`src/rtl/spi_rr_pkg.sv`:
```
package spi_rr_pkg;

   // Half-SCLK periods in one slot: setup, 2*W edge halves, two gap halves.
   function automatic int unsigned slot_halves(int unsigned w);
      return 2 * w + 3;
   endfunction

   function automatic int unsigned hp_width(int unsigned w);
      return $clog2(slot_halves(w));
   endfunction

   function automatic int unsigned cnt_width(int unsigned half);
      return (half > 1) ? $clog2(half) : 1;
   endfunction

   function automatic int unsigned pos_width(int unsigned n);
      return (n > 1) ? $clog2(n) : 1;
   endfunction

endpackage

```
`src/rtl/spi_rr_timer.sv`:
```
module spi_rr_timer
   import spi_rr_pkg::*;
#(
   parameter int unsigned NUM_SS  = 4,
   parameter int unsigned DATA_W  = 8,
   parameter int unsigned CLK_DIV = 4,
   localparam int unsigned HALF   = CLK_DIV / 2,
   localparam int unsigned HPW    = hp_width(DATA_W),
   localparam int unsigned CNTW   = cnt_width(HALF),
   localparam int unsigned POSW   = pos_width(NUM_SS)
) (
   input  logic            clk,
   input  logic            rst_n,
   input  logic            enable,
   output logic            running,
   output logic [HPW-1:0]  hp_idx,
   output logic            hp_first,
   output logic            half_end,
   output logic [POSW-1:0] pos
);
   localparam logic [HPW-1:0]  HP_LAST  = HPW'(slot_halves(DATA_W) - 1);
   localparam logic [CNTW-1:0] CNT_END  = CNTW'(HALF - 1);
   localparam logic [POSW-1:0] POS_LAST = POSW'(NUM_SS - 1);

   logic [CNTW-1:0] hp_cnt;

   assign hp_first = (hp_cnt == '0);
   assign half_end = (hp_cnt == CNT_END);

   always_ff @(posedge clk or negedge rst_n) begin
      if (!rst_n) begin
         running <= 1'b0;
         hp_cnt  <= '0;
         hp_idx  <= '0;
         pos     <= '0;
      end else if (!running) begin
         hp_cnt <= '0;
         hp_idx <= '0;
         if (enable) running <= 1'b1;
      end else if (half_end) begin
         hp_cnt <= '0;
         if (hp_idx == HP_LAST) begin
            hp_idx  <= '0;
            pos     <= (pos == POS_LAST) ? '0 : pos + 1'b1;
            running <= enable;
         end else begin
            hp_idx <= hp_idx + 1'b1;
         end
      end else begin
         hp_cnt <= hp_cnt + 1'b1;
      end
   end

   // Slot index never runs past the last gap half.
   assert_slot_bound_R5: assert property (@(posedge clk) disable iff (!rst_n)
      hp_idx <= HP_LAST);

endmodule

```
`src/rtl/spi_rr_shifter.sv`:
```
module spi_rr_shifter
   import spi_rr_pkg::*;
#(
   parameter int unsigned        DATA_W     = 8,
   parameter logic [DATA_W-1:0]  TX_BYTE    = 8'hBB,
   parameter logic [DATA_W-1:0]  KNOWN_BYTE = 8'h5A,
   localparam int unsigned       HPW        = hp_width(DATA_W)
) (
   input  logic              clk,
   input  logic              rst_n,
   input  logic              running,
   input  logic [HPW-1:0]    hp_idx,
   input  logic              hp_first,
   input  logic              half_end,
   input  logic              miso,
   output logic              mosi,
   output logic [DATA_W-1:0] rx_data,
   output logic              done,
   output logic              match
);
   localparam logic [HPW-1:0] HP_EDGE_END  = HPW'(2 * DATA_W);
   localparam logic [HPW-1:0] HP_SHIFT_END = HPW'(2 * DATA_W - 1);

   logic [DATA_W-1:0] tx_sh;
   logic [DATA_W-1:0] rx_sh;
   logic              take_bit;
   logic              next_bit;
   logic              finish;

   assign take_bit = running && hp_first && hp_idx[0] && (hp_idx < HP_EDGE_END);
   assign next_bit = running && half_end && hp_idx[0] && (hp_idx < HP_SHIFT_END);
   assign finish   = running && half_end && (hp_idx == HP_EDGE_END);
   assign mosi     = tx_sh[DATA_W-1];

   always_ff @(posedge clk or negedge rst_n) begin
      if (!rst_n) begin
         tx_sh <= TX_BYTE;
      end else if (!running || hp_idx > HP_EDGE_END) begin
         tx_sh <= TX_BYTE;
      end else if (next_bit) begin
         tx_sh <= {tx_sh[DATA_W-2:0], 1'b0};
      end
   end

   always_ff @(posedge clk or negedge rst_n) begin
      if (!rst_n) begin
         rx_sh <= '0;
      end else if (take_bit) begin
         rx_sh <= {rx_sh[DATA_W-2:0], miso};
      end
   end

   always_ff @(posedge clk or negedge rst_n) begin
      if (!rst_n) begin
         rx_data <= '0;
         match   <= 1'b0;
         done    <= 1'b0;
      end else begin
         done <= finish;
         if (finish) begin
            rx_data <= rx_sh;
            match   <= (rx_sh == KNOWN_BYTE);
         end
      end
   end

   // The result flag tracks the stored byte after each update.
   assert_match_tracks_R7: assert property (@(posedge clk) disable iff (!rst_n)
      done |-> (match == (rx_data == KNOWN_BYTE)));

endmodule

```
`src/rtl/spi_rr_lines.sv`:
```
module spi_rr_lines
   import spi_rr_pkg::*;
#(
   parameter int unsigned NUM_SS = 4,
   parameter int unsigned DATA_W = 8,
   localparam int unsigned HPW   = hp_width(DATA_W),
   localparam int unsigned POSW  = pos_width(NUM_SS)
) (
   input  logic              running,
   input  logic [HPW-1:0]    hp_idx,
   input  logic [POSW-1:0]   pos,
   output logic              sclk,
   output logic [NUM_SS-1:0] ss_n
);
   localparam logic [HPW-1:0] HP_EDGE_END = HPW'(2 * DATA_W);

   logic sel_on;

   assign sel_on = running && (hp_idx <= HP_EDGE_END);
   assign sclk   = running && hp_idx[0] && (hp_idx < HP_EDGE_END);

   for (genvar i = 0; i < NUM_SS; i++) begin : g_line
      assign ss_n[i] = !(sel_on && (pos == POSW'(i)));
   end

endmodule

```
`src/rtl/spi_rr_master.sv`:
```
module spi_rr_master
   import spi_rr_pkg::*;
#(
   parameter int unsigned       NUM_SS     = 4,
   parameter int unsigned       DATA_W     = 8,
   parameter int unsigned       CLK_DIV    = 4,
   parameter logic [DATA_W-1:0] TX_BYTE    = 8'hBB,
   parameter logic [DATA_W-1:0] KNOWN_BYTE = 8'h5A
) (
   input  logic              clk,
   input  logic              rst_n,
   input  logic              enable,
   output logic              sclk,
   output logic              mosi,
   input  logic              miso,
   output logic [NUM_SS-1:0] ss_n,
   output logic [DATA_W-1:0] rx_data,
   output logic              done,
   output logic              match
);
   localparam int unsigned HPW  = hp_width(DATA_W);
   localparam int unsigned POSW = pos_width(NUM_SS);

   if (CLK_DIV < 2 || (CLK_DIV % 2) != 0) begin : g_bad_div
      $error("spi_rr_master: CLK_DIV must be even and at least 2");
   end
   if (DATA_W < 4) begin : g_bad_width
      $error("spi_rr_master: DATA_W must be at least 4");
   end
   if (NUM_SS < 2) begin : g_bad_count
      $error("spi_rr_master: NUM_SS must be at least 2");
   end

   logic            running;
   logic [HPW-1:0]  hp_idx;
   logic            hp_first;
   logic            half_end;
   logic [POSW-1:0] pos;

   spi_rr_timer #(
      .NUM_SS (NUM_SS),
      .DATA_W (DATA_W),
      .CLK_DIV(CLK_DIV)
   ) u_timer (
      .clk     (clk),
      .rst_n   (rst_n),
      .enable  (enable),
      .running (running),
      .hp_idx  (hp_idx),
      .hp_first(hp_first),
      .half_end(half_end),
      .pos     (pos)
   );

   spi_rr_shifter #(
      .DATA_W    (DATA_W),
      .TX_BYTE   (TX_BYTE),
      .KNOWN_BYTE(KNOWN_BYTE)
   ) u_shifter (
      .clk     (clk),
      .rst_n   (rst_n),
      .running (running),
      .hp_idx  (hp_idx),
      .hp_first(hp_first),
      .half_end(half_end),
      .miso    (miso),
      .mosi    (mosi),
      .rx_data (rx_data),
      .done    (done),
      .match   (match)
   );

   spi_rr_lines #(
      .NUM_SS(NUM_SS),
      .DATA_W(DATA_W)
   ) u_lines (
      .running(running),
      .hp_idx (hp_idx),
      .pos    (pos),
      .sclk   (sclk),
      .ss_n   (ss_n)
   );

   assert_one_cold_R3: assert property (@(posedge clk) disable iff (!rst_n)
      $countones(~ss_n) <= 1);

   assert_sclk_needs_select_R4: assert property (@(posedge clk) disable iff (!rst_n)
      sclk |-> (ss_n != {NUM_SS{1'b1}}));

   assert_mosi_steady_high_R2: assert property (@(posedge clk) disable iff (!rst_n)
      (sclk && $past(sclk)) |-> $stable(mosi));

   assert_done_single_R6: assert property (@(posedge clk) disable iff (!rst_n)
      done |=> !done);

   assert_done_releases_R6: assert property (@(posedge clk) disable iff (!rst_n)
      done |-> (ss_n == {NUM_SS{1'b1}}));

   assert_match_held_R7: assert property (@(posedge clk) disable iff (!rst_n)
      !done |-> ($stable(match) && $stable(rx_data)));

endmodule

```
`config.mk`:
```
export PLATFORM = sky130hd
export DESIGN_NAME = spi_rr_master
export DESIGN_NICKNAME = d
export VERILOG_FILES = /design/src/rtl/spi_rr_pkg.sv /design/src/rtl/spi_rr_timer.sv /design/src/rtl/spi_rr_shifter.sv /design/src/rtl/spi_rr_lines.sv /design/src/rtl/spi_rr_master.sv
export SDC_FILE = /design/constraint.sdc
export NUM_CORES = 1
export LEC_CHECK = 0
export BUFFER_PORTS_ARGS = -buffer_cell sky130_fd_sc_hd__buf_2
export CAP_MARGIN = 25
export CORE_ASPECT_RATIO = 0.5
export CORE_MARGIN = 3
export CORE_UTILIZATION = 60
export DETAILED_ROUTE_END_ITERATION = 6
export PLACE_DENSITY = 0.91
export SLEW_MARGIN = 15
export SYNTH_ARGS = -nofsm -noshare
export SYNTH_HDL_FRONTEND = slang
export SYNTH_SLANG_ARGS = --single-unit
```
`constraint.sdc`:
```
create_clock -name clk -period 4.6 [get_ports clk]
set_input_delay 0.46 -clock clk [delete_from_list [all_inputs] [get_ports clk]]
set_output_delay 0.46 -clock clk [all_outputs]
set_load 0.02 [all_outputs]
```
==> metrics.md <==
| Metric | Value |
|---|---|
| Status | `complete, no violations` |
| Slowest stage cell, crit path | `dfrtp_1` |
| Most frequent cells in the layout | `dfrtp_1, buf_2, mux2_2` |
| Ports | `20` |
| Register area | `883.3 um^2` |
| Top cells by area, synth | `dfrtp_1, mux2_2, dfstp_2` |
| Final setup TNS | `0 ns` |
| PortBufs | `19` |
| Crit path DAT | `1.86 ns` |
| Area of the multi-input gates | `639.4 um^2` |
| Initial antenna violation count | `0` |
| Post-Syn Area per Cell | `12.69 um^2` |
| Filler cells | `165` |
| Chip height | `42.36 um` |
| Slew HR | `50.30%` |
| Met2 routed WL | `1.507 mm` |
| Hold_buf cts | `0` |
| Sequential area share after synthesis | `55.68%` |
| CP max FO | `8` |
| Placed insts | `177` |
| TritonCTS buffer count | `5` |
| PostCTS Resize Cnt | `0` |
| Setup ws final | `2.277 ns` |
| CTS root buf | `clkbuf_8` |
| Post-Syn Instances | `125` |
| Synthesized area | `1587 um^2` |
| Synth warn | `0` |
| Compound-cell area share of the yosys netlist | `7.492%` |
| Highest Signal Layer | `met4` |
| Clock skew | `0.003795 ns` |
| CP max stage delay | `0.46 ns` |
| Final min period | `2.323 ns` |
| Final worst-path cycle share | `50.49%` |
| Commonest non-fill, non-tap cell in the layout | `dfrtp_1` |
| Routability Congestion | `0.9146` |
| WL met3 | `123 um` |
| Yosys reg bits | `35` |
| Area share of fa/ha/maj cells after synthesis | `5.521%` |
| Row count | `12` |
| Syn-to-layout area delta | `14.98%` |
| RSZ-0062 raised after global routing | `no` |
| Synth Area in XOR/XNOR | `0%` |
| Htree depth | `2` |
| Crit-path cells | `inv_1 > ha_1 > nor3b_1 > o21a_1 > nand2_1 > buf_2` |
| Power Dens Cells | `705.5 nW/um^2` |
| Pin count of the biggest net entering global routing | `36` |
| Latest clock arrival within the worst-skew pair | `0.28 ns` |
| Max Fclk | `430.6 MHz` |
| DRC | `0` |
| Mux share of post-synthesis cell area | `13.41%` |
| Post-route total power | `1287 uW` |
| Synth async-reset ratio | `100.0%` |
| Final-report hold violation count | `0` |
| # setup viols final | `0` |
| Setup Fix Bufs, Post-CTS | `0` |
| First-pass GRT wire length | `5.175 mm` |
| Vias in the first global route | `1,085` |
| Antenna Cells | `0` |
| Worst-Margin Slew | `0.7455 ns` |
| Ys flop type | `dfrtp_1` |
| Worst slack at placement | `2.609 ns` |
| Vias | `1,046` |
| HP Class | `input pin to asynchronous set/reset pin` |
| GRT overflow | `0` |
| Critical path class | `register to output port` |
| Synth area leader | `dfrtp_1` |
| Post-DP HPWL | `1.921 mm` |
| Setup crit end kind | `output port` |
| Required time of the worst setup path | `4.14 ns` |
| WL met1 | `1.291 mm` |
| Clock sinks | `35` |
| Max Buffers Root-to-Sink | `2` |
| First drt pass iteration count | `4` |
| DR vias/cell | `5.654` |
| Synth top area share | `45.74%` |
| CP bufs+invs | `2` |
| Tot GR Track Use | `20.77%` |
| Share of cells above drive strength 1 | `38.67%` |
| Routed WL | `2.948 mm` |
| Lkg Pwr | `0.0008688 uW` |
| Slew Limit Fails | `0` |
| Crit path max-delay family | `flip-flops` |
| Net Count, Synth | `136` |
| Largest family of logic cells by synthesized area | `simple AND/OR/NAND/NOR gates` |
| Drt wl/cell | `15.94 um` |
| Post-synthesis simple-gate area fraction | `13.88%` |
| Core area | `2357 um^2` |
| Initial Util | `67.30%` |
| Yosys cell types | `32` |
| MaxCap Viol Count | `0` |
| DRT iter0 DRCs | `119` |
| Die area | `3335 um^2` |
| Startpoint types | `register` |
| Antenna violation net count after detailed routing | `0` |
| CTS tree | `yes` |
| Worst VDD drop | `420.7 uV` |
| Die width | `78.72 um` |
| Final-stage net count | `160` |
| Finished Layout Cells | `185` |
| Number of flops mapped to enable cells by yosys | `0` |
| Clock transition at path regs | `0.07 ns` |
-- cells in the mapped netlist (all sizes together), types with 2 or more instances --
master,number
o21ai,2
nand3,3
ha,7
nor4bb,2
o211ai,2
inv,12
o22ai,3
dfstp,6
mux2,18
o22a,5
or2,2
o21a,2
nand2,12
nor3b,2
dfrtp,29
nand2b,2
-- worst reg2reg max path, cell delays in order (launching register included) --
cell      delay (ns)
dfrtp_1         0.46
inv_1           0.14
ha_1            0.18
nand2b_1        0.09
nor4_4          0.57
mux2_2          0.42
-- power breakdown --
group | switching, uW | internal (uW) | total (uW)
clock | 110 | 175 | 285
combinational | 240 | 203 | 443
sequential | 113 | 446 | 559
total | 463 | 824 | 1290
-- path summary, 6_finish.rpt --
path                       slack (ns)               start                   end  cells after the start
min in group clk                 0.35              enable       u_timer.running                      2
max                              2.28   u_timer.hp_idx[0]               ss_n[3]                      6
min reg2reg                      0.49  u_shifter.tx_sh[0]    u_shifter.tx_sh[0]                      2
max in group asynchronous        3.89               rst_n  u_shifter.rx_data[1]                      1
min                              0.24               rst_n    u_shifter.tx_sh[6]                      1
max reg2reg                      2.62   u_timer.hp_idx[0]  u_shifter.rx_data[0]                      5
-- sequential cells by signal, summed over array words and instances, names as in the netlist --
register	flops
u_timer.pos	2
u_shifter.rx_sh	8
u_shifter.done	1
u_shifter.rx_data	8
u_shifter.tx_sh	8
u_timer.running	1
u_timer.hp_idx	5
u_timer.half_end	1
u_shifter.match	1
-- stage by stage --
step | instance area, um^2 | hold slack [ns] | utilization (%)
floorplan | 1587 | 0.1644 | -
global placement | 1707 | 0.4660 | 72.40
detailed placement | 1707 | 0.4764 | 72.40
CTS | 1824 | 0.2636 | 77.39
global route | 1824 | 0.2975 | 77.39
finish | 1824 | 0.2381 | 77.39
-- per-layer routing --
layer | track usage, % | vias to the layer above
met4 | 6.969 | 0
li1 | - | 492
met1 | 25.56 | 513
met2 | 34.40 | 35
met5 | 0 | -
met3 | 7.296 | 6
-- cell type report --
type / instances / area share [%]
well taps: 35 / 2.401
clock inverters: 2 / 1.920
inverters: 12 / 2.469
repair buffers: 19 / 5.213
flip-flops and latches: 35 / 48.42
clock buffers: 6 / 4.527
multi-input cells: 76 / 35.05
-- cells by family after synthesis --
family / count (synthesis)
adders and majority gates: 7
muxes: 19
and+or+nand+nor: 34
DFF: 35
buffers and inverters: 14
AOI/OAI and AO/OA: 16
Power figures use the tool's default switching activity.
